## config.mk

```make
export PLATFORM = sky130hd
export DESIGN_NAME = aggStreamStage
export DESIGN_NICKNAME = d
export VERILOG_FILES = /design/src/rtl/aggStreamPkg.sv /design/src/rtl/aggCtrl.sv /design/src/rtl/aggDatapath.sv /design/src/rtl/aggStreamStage.sv
export SDC_FILE = /design/constraint.sdc
export NUM_CORES = 1
export LEC_CHECK = 0
export CORE_MARGIN = 2
export CORE_UTILIZATION = 25
export CTS_BUF_LIST = sky130_fd_sc_hd__clkbuf_4 sky130_fd_sc_hd__clkbuf_8
export DETAILED_ROUTE_END_ITERATION = 10
export DONT_BUFFER_PORTS = 1
export SLEW_MARGIN = 0
export SYNTH_ARGS = -nofsm -noshare
export SYNTH_HDL_FRONTEND = slang
export SYNTH_SLANG_ARGS = --single-unit
export TNS_END_PERCENT = 1
```

## constraint.sdc

```tcl
create_clock -name clk -period 6.15 [get_ports clk]
set_input_delay 0.615 -clock clk [delete_from_list [all_inputs] [get_ports clk]]
set_output_delay 0.615 -clock clk [all_outputs]
set_load 0.005 [all_outputs]
```

## src/rtl/aggStreamPkg.sv

```systemverilog
package aggStreamPkg;

  typedef enum logic [1:0] {
    FN_SUM   = 2'd0,
    FN_COUNT = 2'd1,
    FN_MIN   = 2'd2,
    FN_MAX   = 2'd3
  } aggFunc_e;

  // strobes from control to datapath
  typedef struct packed {
    logic captureAttr;  // latch the attribute word of the current chunk
    logic commitTuple;  // fold the tuple's attribute into the aggregate
    logic clearAcc;     // result accepted: restart the aggregate
    logic appendOn;     // result chunk is being presented
  } aggStrobe_t;

endpackage

```

## src/rtl/aggCtrl.sv

```systemverilog
module aggCtrl
  import aggStreamPkg::*;
#(
  parameter int CHUNK_W = 4
) (
  input  logic               clk,
  input  logic               rstN,
  input  logic               cfgBypass,
  input  logic [CHUNK_W-1:0] cfgChunkIdx,
  input  logic               inValid,
  input  logic               inLast,
  input  logic               inPass,
  input  logic               inEnd,
  input  logic               outReady,
  output logic               inReady,
  output aggStrobe_t         strobe
);

  logic [CHUNK_W-1:0] chunkCnt;
  logic gotAttr;
  logic appendQ;
  logic xfer;
  logic hit;
  logic haveAttr;

  always_comb begin
    inReady  = !appendQ && outReady;
    xfer     = inValid && inReady;
    hit      = xfer && !cfgBypass && (chunkCnt == cfgChunkIdx);
    haveAttr = gotAttr || hit;
    strobe.captureAttr = hit;
    strobe.commitTuple = xfer && inLast && inPass && !cfgBypass && haveAttr;
    strobe.clearAcc    = appendQ && outReady;
    strobe.appendOn    = appendQ;
  end

  always_ff @(posedge clk) begin
    if (!rstN) begin
      chunkCnt <= '0;
      gotAttr  <= 1'b0;
      appendQ  <= 1'b0;
    end else begin
      if (xfer) begin
        if (inLast) begin
          chunkCnt <= '0;
          gotAttr  <= 1'b0;
        end else begin
          chunkCnt <= chunkCnt + 1'b1;
          gotAttr  <= haveAttr;
        end
      end
      if (xfer && inLast && inEnd && !cfgBypass) begin
        appendQ <= 1'b1;
      end else if (appendQ && outReady) begin
        appendQ <= 1'b0;
      end
    end
  end

endmodule

```

## src/rtl/aggDatapath.sv

```systemverilog
module aggDatapath
  import aggStreamPkg::*;
#(
  parameter int DATA_W = 128,
  parameter int ATTR_W = 32,
  parameter int ACC_W  = 64,
  localparam int WORDS  = DATA_W / ATTR_W,
  localparam int WSEL_W = $clog2(WORDS)
) (
  input  logic              clk,
  input  logic              rstN,
  input  aggStrobe_t        strobe,
  input  logic [1:0]        cfgFunc,
  input  logic [WSEL_W-1:0] cfgWordIdx,
  input  logic [DATA_W-1:0] inData,
  output logic [ACC_W-1:0]  result
);

  localparam int EXT_W = ACC_W - ATTR_W;

  logic [ATTR_W-1:0] words [WORDS];
  logic [ATTR_W-1:0] wordLive;
  logic [ATTR_W-1:0] attrQ;
  logic [ATTR_W-1:0] attrUse;
  logic [ACC_W-1:0]  attrExt;
  logic [ACC_W-1:0]  accQ;
  logic              emptyQ;
  logic [ACC_W-1:0]  initVal;
  logic [ACC_W-1:0]  base;
  logic [ACC_W-1:0]  folded;

  for (genvar g = 0; g < WORDS; g++) begin : gWord
    assign words[g] = inData[g*ATTR_W +: ATTR_W];
  end

  always_comb begin
    wordLive = words[cfgWordIdx];
    attrUse  = strobe.captureAttr ? wordLive : attrQ;
    attrExt  = {{EXT_W{attrUse[ATTR_W-1]}}, attrUse};
    case (aggFunc_e'(cfgFunc))
      FN_MIN:  initVal = {{(EXT_W+1){1'b0}}, {(ATTR_W-1){1'b1}}};
      FN_MAX:  initVal = {{(EXT_W+1){1'b1}}, {(ATTR_W-1){1'b0}}};
      default: initVal = '0;
    endcase
    base = emptyQ ? initVal : accQ;
    case (aggFunc_e'(cfgFunc))
      FN_SUM:   folded = base + attrExt;
      FN_COUNT: folded = base + 1'b1;
      FN_MIN:   folded = ($signed(attrExt) < $signed(base)) ? attrExt : base;
      FN_MAX:   folded = ($signed(attrExt) > $signed(base)) ? attrExt : base;
      default:  folded = base;
    endcase
    result = base;
  end

  always_ff @(posedge clk) begin
    if (!rstN) begin
      attrQ  <= '0;
      accQ   <= '0;
      emptyQ <= 1'b1;
    end else begin
      if (strobe.captureAttr) attrQ <= wordLive;
      if (strobe.clearAcc) begin
        accQ   <= '0;
        emptyQ <= 1'b1;
      end else if (strobe.commitTuple) begin
        accQ   <= folded;
        emptyQ <= 1'b0;
      end
    end
  end

endmodule

```

## src/rtl/aggStreamStage.sv

```systemverilog
module aggStreamStage
  import aggStreamPkg::*;
#(
  parameter int DATA_W  = 128,
  parameter int ATTR_W  = 32,
  parameter int ACC_W   = 64,
  parameter int CHUNK_W = 4,
  localparam int WSEL_W = $clog2(DATA_W / ATTR_W)
) (
  input  logic               clk,
  input  logic               rstN,
  input  logic               cfgBypass,
  input  logic [1:0]         cfgFunc,
  input  logic [CHUNK_W-1:0] cfgChunkIdx,
  input  logic [WSEL_W-1:0]  cfgWordIdx,
  input  logic               inValid,
  output logic               inReady,
  input  logic [DATA_W-1:0]  inData,
  input  logic               inLast,
  input  logic               inPass,
  input  logic               inEnd,
  output logic               outValid,
  input  logic               outReady,
  output logic [DATA_W-1:0]  outData,
  output logic               outLast,
  output logic               outPass,
  output logic               outEnd,
  output logic               outResult
);

  aggStrobe_t       strobe;
  logic [ACC_W-1:0] result;

  aggCtrl #(.CHUNK_W(CHUNK_W)) uCtrl (
    .clk(clk), .rstN(rstN), .cfgBypass(cfgBypass), .cfgChunkIdx(cfgChunkIdx),
    .inValid(inValid), .inLast(inLast), .inPass(inPass), .inEnd(inEnd),
    .outReady(outReady), .inReady(inReady), .strobe(strobe)
  );

  aggDatapath #(.DATA_W(DATA_W), .ATTR_W(ATTR_W), .ACC_W(ACC_W)) uData (
    .clk(clk), .rstN(rstN), .strobe(strobe), .cfgFunc(cfgFunc),
    .cfgWordIdx(cfgWordIdx), .inData(inData), .result(result)
  );

  always_comb begin
    if (strobe.appendOn) begin
      outValid  = 1'b1;
      outData   = {{(DATA_W-ACC_W){1'b0}}, result};
      outLast   = 1'b1;
      outPass   = 1'b1;
      outEnd    = 1'b1;
      outResult = 1'b1;
    end else begin
      outValid  = inValid;
      outData   = inData;
      outLast   = inLast;
      outPass   = inPass;
      outEnd    = inEnd && cfgBypass;
      outResult = 1'b0;
    end
  end

endmodule

```

Yosys cells after proc, flatten, opt, wreduce, memory -nomap -nowiden
Index checks and enable logic that the tools add are counted.

Bits in registers: 103. Input bits: 144.

Add/sub/neg operators: 3. Magnitude comparators: 3. Equality and inequality tests: 4. Mux-type cells: 19. Bitwise operators: 2. Reductions and logical operators: 18.

Operators with widths (number): $pmux W64 S4 (1); $mux W64 (3); $mux W128 (1); $pmux W64 S2 (1); $mux W32 (3); $add A64 B1 Y64 const B (1); $add A64 B64 Y64 (1); $bmux W32 S2 (1); $gt A32 B64 Y1 (1); $lt A32 B64 Y1 (1); $logic_and A1 B1 Y1 (12); $mux W1 (8); $add A4 B1 Y4 const B (1); $eq A2 B2 Y1 const B (2); $eq A4 B4 Y1 (1); $mux W4 (1); $ge A3 B3 Y1 const B (1); $not A2 Y3 (1); $eq A2 B1 Y1 const B (1); $logic_not A1 Y1 (2); $logic_not A2 Y1 (1); $reduce_bool A2 Y1 (1); $reduce_or A2 Y1 (1); $logic_or A1 B1 Y1 (1); $not A1 Y1 (1).

Longest topological paths before layout
Depth in word-level cells: 9. Gate-level depth with buffers: 20. Gate-level depth less buffers: 17.

By module
A second synthesis with hierarchy kept.

Cells, all modules: 1777. Area, all modules: 13566.8 um^2.

By module, submodules not included: aggDatapath (times used 1, cells an instance 1583, area each 11837.6 um^2, sequential area each 1941.9 um^2); aggStreamStage (times used 1, cells an instance 147, area each 1328.8 um^2, sequential area each 0.0 um^2); aggCtrl (times used 1, cells an instance 47, area each 400.4 um^2, sequential area each 120.1 um^2).

Worst setup path before layout
OpenSTA, ideal clock, no wires.

Path kind: in2reg. From: in outReady. To: reg uData.accQ[48]. Arrival time: 6.069 ns. Path slack: 0.021 ns. Stages on the path: 18. Cell sequence: nand3b_1 -> nor3_1 -> nand3_1 -> mux2_2 -> inv_1 -> a21oi_1 -> ha_1 -> clkbuf_1 -> and3_1 -> clkbuf_1 -> and3_1 -> a41oi_1 -> nand2_1 -> a221o_1 -> a21o_1 -> and3_1 -> a2111oi_0 -> o221a_1.

Word-level cells in the longest chain between the ends: 8. Elaborated cells on any way between the ends: 18. Those cells by class: 1 x add/sub; 2 x order compare; 4 x mux; 11 x reduce/logical.

Ends and longest elaborated chain: start, declared (RTL line aggStreamStage.sv:23) `input logic outReady,`; $logic_and A1 B1 Y1 * (RTL line aggCtrl.sv:27) `inReady = !appendQ && outReady;`; $logic_and A1 B1 Y1 * (RTL line aggCtrl.sv:28) `xfer = inValid && inReady;`; $logic_and A1 B1 Y1 * (2 in a row) (RTL line aggCtrl.sv:29) `hit = xfer && !cfgBypass && (chunkCnt == cfgChunkIdx);`; $mux W32 *; via uData.attrUse[31] (RTL line aggDatapath.sv:24) `logic [ATTR_W-1:0] attrUse;`; $gt A32 B64 Y1 / $lt A32 B64 Y1 (equally long branches) (RTL line aggDatapath.sv:50, aggDatapath.sv:49); $mux W64, on equally long branches (RTL line aggDatapath.sv:50, aggDatapath.sv:49); $pmux W64 S4 * (RTL line aggDatapath.sv:46) `case (aggFunc_e'(cfgFunc))`; end signal, assigned (RTL line aggDatapath.sv:67) `accQ <= folded;`; end, declared (RTL line aggDatapath.sv:26) `logic [ACC_W-1:0] accQ;`.

The timed path passes the listed nets; every way through them passes the cells marked *. A chain may end at the register's enable or synchronous reset.

Worst setup path after layout
From: reg uCtrl.appendQ. To: reg uData.accQ[48].

Word-level cells in the longest chain between the ends: 9. Elaborated cells on any way between the ends: 19. Those cells by class: 1 x add/sub; 2 x order compare; 4 x mux; 12 x reduce/logical.

Ends and longest elaborated chain: start, declared (RTL line aggCtrl.sv:21) `logic appendQ;`; start signal, assigned (RTL line aggCtrl.sv:41) `appendQ <= 1'b0;`; start signal, assigned (RTL line aggCtrl.sv:53) `appendQ <= 1'b1;`; start signal, assigned (RTL line aggCtrl.sv:55) `appendQ <= 1'b0;`; $logic_not A1 Y1 (RTL line aggCtrl.sv:27); $logic_and A1 B1 Y1 (RTL line aggCtrl.sv:27); $logic_and A1 B1 Y1 (RTL line aggCtrl.sv:28); $logic_and A1 B1 Y1 (2 in a row) (RTL line aggCtrl.sv:29); $mux W32; $gt A32 B64 Y1 / $lt A32 B64 Y1 (equally long branches) (RTL line aggDatapath.sv:50, aggDatapath.sv:49); $mux W64, on equally long branches (RTL line aggDatapath.sv:50, aggDatapath.sv:49); $pmux W64 S4 (RTL line aggDatapath.sv:46).

Parallel ways exist; a longest one is shown, timed or not.

==> run summary <==
### Clocking
* **hold bufs inserted after CTS** 0
* **number of buffers between clock root and the deepest sink** 2
* **Post-CTS Setup Bufs** 0
* **Clk Tree Root Cell** sky130_fd_sc_hd__clkbuf_8
* **H-tree depth** 3
* **count of cells resized by post-cts repair** 0
* **number of CTS-inserted buffers** 9
* **clock-pin slew reported for the worst setup and hold paths after clock tree synthesis** 0.13 ns
* **CTS tree** done
* **CTS Sinks** 103
* **Worst-Skew Late Latency** 0.45 ns

### Logic synthesis
* **post-synthesis compound-gate area fraction** 30.1%
* **post-synthesis area per instance** 7.45 um2
* **flops & latches, synth** 103
* **Synth Area in Adders** 12.0%
* **sequential fraction of the synthesis area** 15.3%
* **number of enable flip-flop cells after synthesis** 0
* **nets in the synthesized netlist** 2083
* **combinational family with the most area after synthesis** compound AO/OA/AOI/OAI gates
* **xor/xnor cell area share of the yosys netlist** 3.83%
* **Simple-Gate Fraction of Synth Area** 21.5%
* **FFs w/ async S/R, synth** 0%
* **most used flip-flop cell after synthesis** sky130_fd_sc_hd__dfxtp_1
* **Synth cell types** 75
* **portion of netlist area occupied by mux cells** 10.8%
* **Post-Synthesis Cell Area** 0.0135 mm2
* **cell count after synthesis** 1810
* **Yosys warnings** 0

### STA
* **post-route setup slack** 0.790 ns
* **RSZ-0062 raised after global routing** false
* **Final min period** 5.36 ns
* **Slew Limit Fails** 0
* **Max Fclk** 187 MHz
* **Worst-Margin Slew** 0.994 ns
* **Setup Viol. Count Final** 0
* **total negative slack** 0 ns
* **count of endpoints failing hold in the final timing report** 0
* **ratio of final minimum period to clock period** 87.2%
* **final worst clock skew** 0.0313 ns
* **headroom to the max-slew limit** 33.7%

### Cells and area
* **Final Instance Count excl. Fillers** 2438
* **commonest cells after routing, fill and taps aside** sky130_fd_sc_hd__a21oi_1 (285), sky130_fd_sc_hd__nor2_1 (140), sky130_fd_sc_hd__ha_1 (128), sky130_fd_sc_hd__dfxtp_1 (102), sky130_fd_sc_hd__o21ai_0 (99)
* **relative area change from synthesis to final layout** 7.32%
* **layout cells sized above 1** 9.96%
* **most common cell after layout, fill and taps aside** sky130_fd_sc_hd__a21oi_1
* **net count of the finished layout** 2005
* **Post-Route Utilization** 27.0%

### Global route
* **wire length of the first global-routing pass** 83.8 mm
* **antenna violations before repair** 7
* **all-layer global routing usage** 19.5%
* **via count of the first global-routing pass** 13500
* **maximum number of pins on one net before global-route repair** 110
* **GR Overflow Total** 0

### Floorplan
* **boundary pin count** 278
* **initial standard-cell utilization of the core** 25.2%
* **Die Y** 236 um
* **DIE AREA** 0.0558 mm2
* **Core Region** 0.0536 mm2
* **Row Count** 85
* **horizontal die dimension** 236 um

### Placement
* **count of port buffers added during placement** 0
* **half-perimeter wire length after placement** 43.5 mm
* **number of placed cells counting well taps** 2417
* **placer congestion estimate** 1.07
* **setup slack at placement** 0.707 ns

### Pwr
* **proportion of power drawn by combinational gates** 28.8%
* **Pint** 1.10 mW
* **switching share of total power** 35.8%
* **clock network power share** 32.1%
* **power density cells** 118 mW/mm2
* **LEAKAGE** 6.36 nW
* **switching power total** 0.614 mW
* **maximum vdd ir drop** 0.0983 mV
* **Sequential Power Share** 39.1%

### Status
* **run status** complete, no violations

### Worst setup path
* **gate family responsible for the most delay along the worst path** compound AO/OA/AOI/OAI gates
* **Crit Path Max Fanout** 18
* **category of the most critical setup path** flop to flop
* **worst endpoint data arrival time** 5.75 ns
* **critical path endpoint category** flop
* **kind of start point of the critical path** flop
* **cell-by-cell listing of the critical path** nand3b_1 > nor3_1 > nand3_2 > buf_4 > mux2i_1 > nand2_1 > ha_1 > fa_1 > a21oi_1 > o21ai_0 > a2111o_1 > a31oi_1 > o41ai_2 > a21o_1 > and3_1 > a2111oi_0 > o221a_1
* **slowest CP cell** sky130_fd_sc_hd__a31oi_1
* **Critical Path RT** 6.54 ns
* **combined buffer and inverter count along the critical path** 1
* **critical path's largest stage delay** 0.49 ns

### Drt
* **detailed-router iteration count before antenna repair** 8
* **final wirelength** 56.4 mm
* **Wirelength per Cell** 23.1 um
* **number of nets with antenna violations after routing** 0
* **post-detailed-route via-to-cell ratio** 5.82
* **initial DRC count** 1244
* **Residual DRC** 0
* **number of vias in the routed layout** 14200

### Min path
* **type of the most critical hold path** input port to flop

### Run
* **number of max-cap violations** 0

[state kept, by name, summed over array words and instances, names as in the netlist]
register / count
uData.attrQ: 32
uData.emptyQ: 1
uCtrl.chunkCnt: 4
uData.accQ: 64
uCtrl.appendQ: 1
uCtrl.gotAttr: 1
[through the flow]
step / cell area (um2) / hold slack, ns / total power [mW]
5_1_grt: 14500 / 0.258 / 1.79
4_1_cts: 14500 / 0.259 / 1.73
3_5_place_dp: 14200 / 0.470 / 1.17
2_1_floorplan: 13500 / 0.443 / 1.05
6_report: 14500 / 0.292 / 1.71
3_3_place_gp: 14200 / 0.458 / 1.17
[path summary, 6_finish.rpt]
check,start,cells after the start,endpoint,slack (ns)
worst max-delay path,uCtrl.appendQ$_SDFFE_PN0P_,17,uData.accQ[48]$_SDFFE_PP0P_,0.79
worst min-delay path,rstN,1,uData.attrQ[24]$_SDFF_PN0_,0.29
worst max register to register,uCtrl.appendQ$_SDFFE_PN0P_,17,uData.accQ[48]$_SDFFE_PP0P_,0.79
worst min register to register,uData.accQ[32]$_SDFFE_PP0P_,2,uData.accQ[32]$_SDFFE_PP0P_,0.49
[power by group through the flow]
stage               clock network (mW)  logic [mW]  registers (mW)
detailed placement                   0       0.488           0.685
finish                           0.551       0.494           0.670
CTS                              0.570       0.490           0.670
global route                     0.584       0.535           0.670
global placement                     0       0.483           0.685
floorplan                            0       0.364           0.685
[per-layer routing]
metal  vias up  GRT usage, %  wire [um]
li1       6517             -          -
met1      6896          25.0      23700
met2       662          30.7      25000
met3       103          6.93       5850
met4        20          5.79       1610
met5         -             0        131
[synth_stat cells (all sizes together) (13+ instances only)]
| library cell | number | area share, % |
|---|---|---|
| a21oi | 286 | 11 |
| nor2 | 144 | 4.1 |
| ha | 128 | 12 |
| clkbuf | 106 | 3.0 |
| o21ai | 106 | 3.9 |
| dfxtp | 103 | 15 |
| inv | 91 | 2.5 |
| nand2 | 90 | 2.5 |
| nor2b | 78 | 3.6 |
| and2 | 70 | 3.2 |
| mux2 | 55 | 4.6 |
| nor3 | 50 | 1.9 |
| a21o | 39 | 2.2 |
| nand4 | 33 | 1.5 |
| mux4 | 32 | 5.3 |
| nand3 | 32 | 1.3 |
| xnor2 | 32 | 2.1 |
| buf | 27 | 1.0 |
| xor2 | 27 | 1.8 |
| o32a | 26 | 1.9 |
| o21a | 25 | 1.4 |
| a31oi | 21 | 0.97 |
| o211a | 16 | 1.2 |
| o21bai | 15 | 0.84 |
| o221ai | 15 | 1.4 |
| and3 | 13 | 0.60 |
[cell families (layout without fill, tap and decap cells)]
kind of cell / count (synthesis) / in the layout
buffers and inverters: 224 / 151
adder cells (fa/ha/maj): 129 / 129
XOR/XNOR: 59 / 59
flip-flops: 103 / 103
AND/OR/NAND/NOR: 561 / 561
AO/OA/AOI/OAI: 636 / 636
multiplexers: 98 / 98
other: 0 / 5
[cell type report]
| type | instances | area (um2) |
|---|---|---|
| Multi-Input combinational cell | 1483 | 10600 |
| Timing Repair Buffer | 44 | 368 |
| Inverter | 91 | 342 |
| Fill cell | 5862 | 39100 |
| Clock inverter | 6 | 97.6 |
| Sequential cell | 103 | 2070 |
| Antenna cell | 5 | 12.5 |
| Clock buffer | 10 | 138 |
| Tap cell | 696 | 871 |
Note: power is estimated with default switching activity, not from simulation.
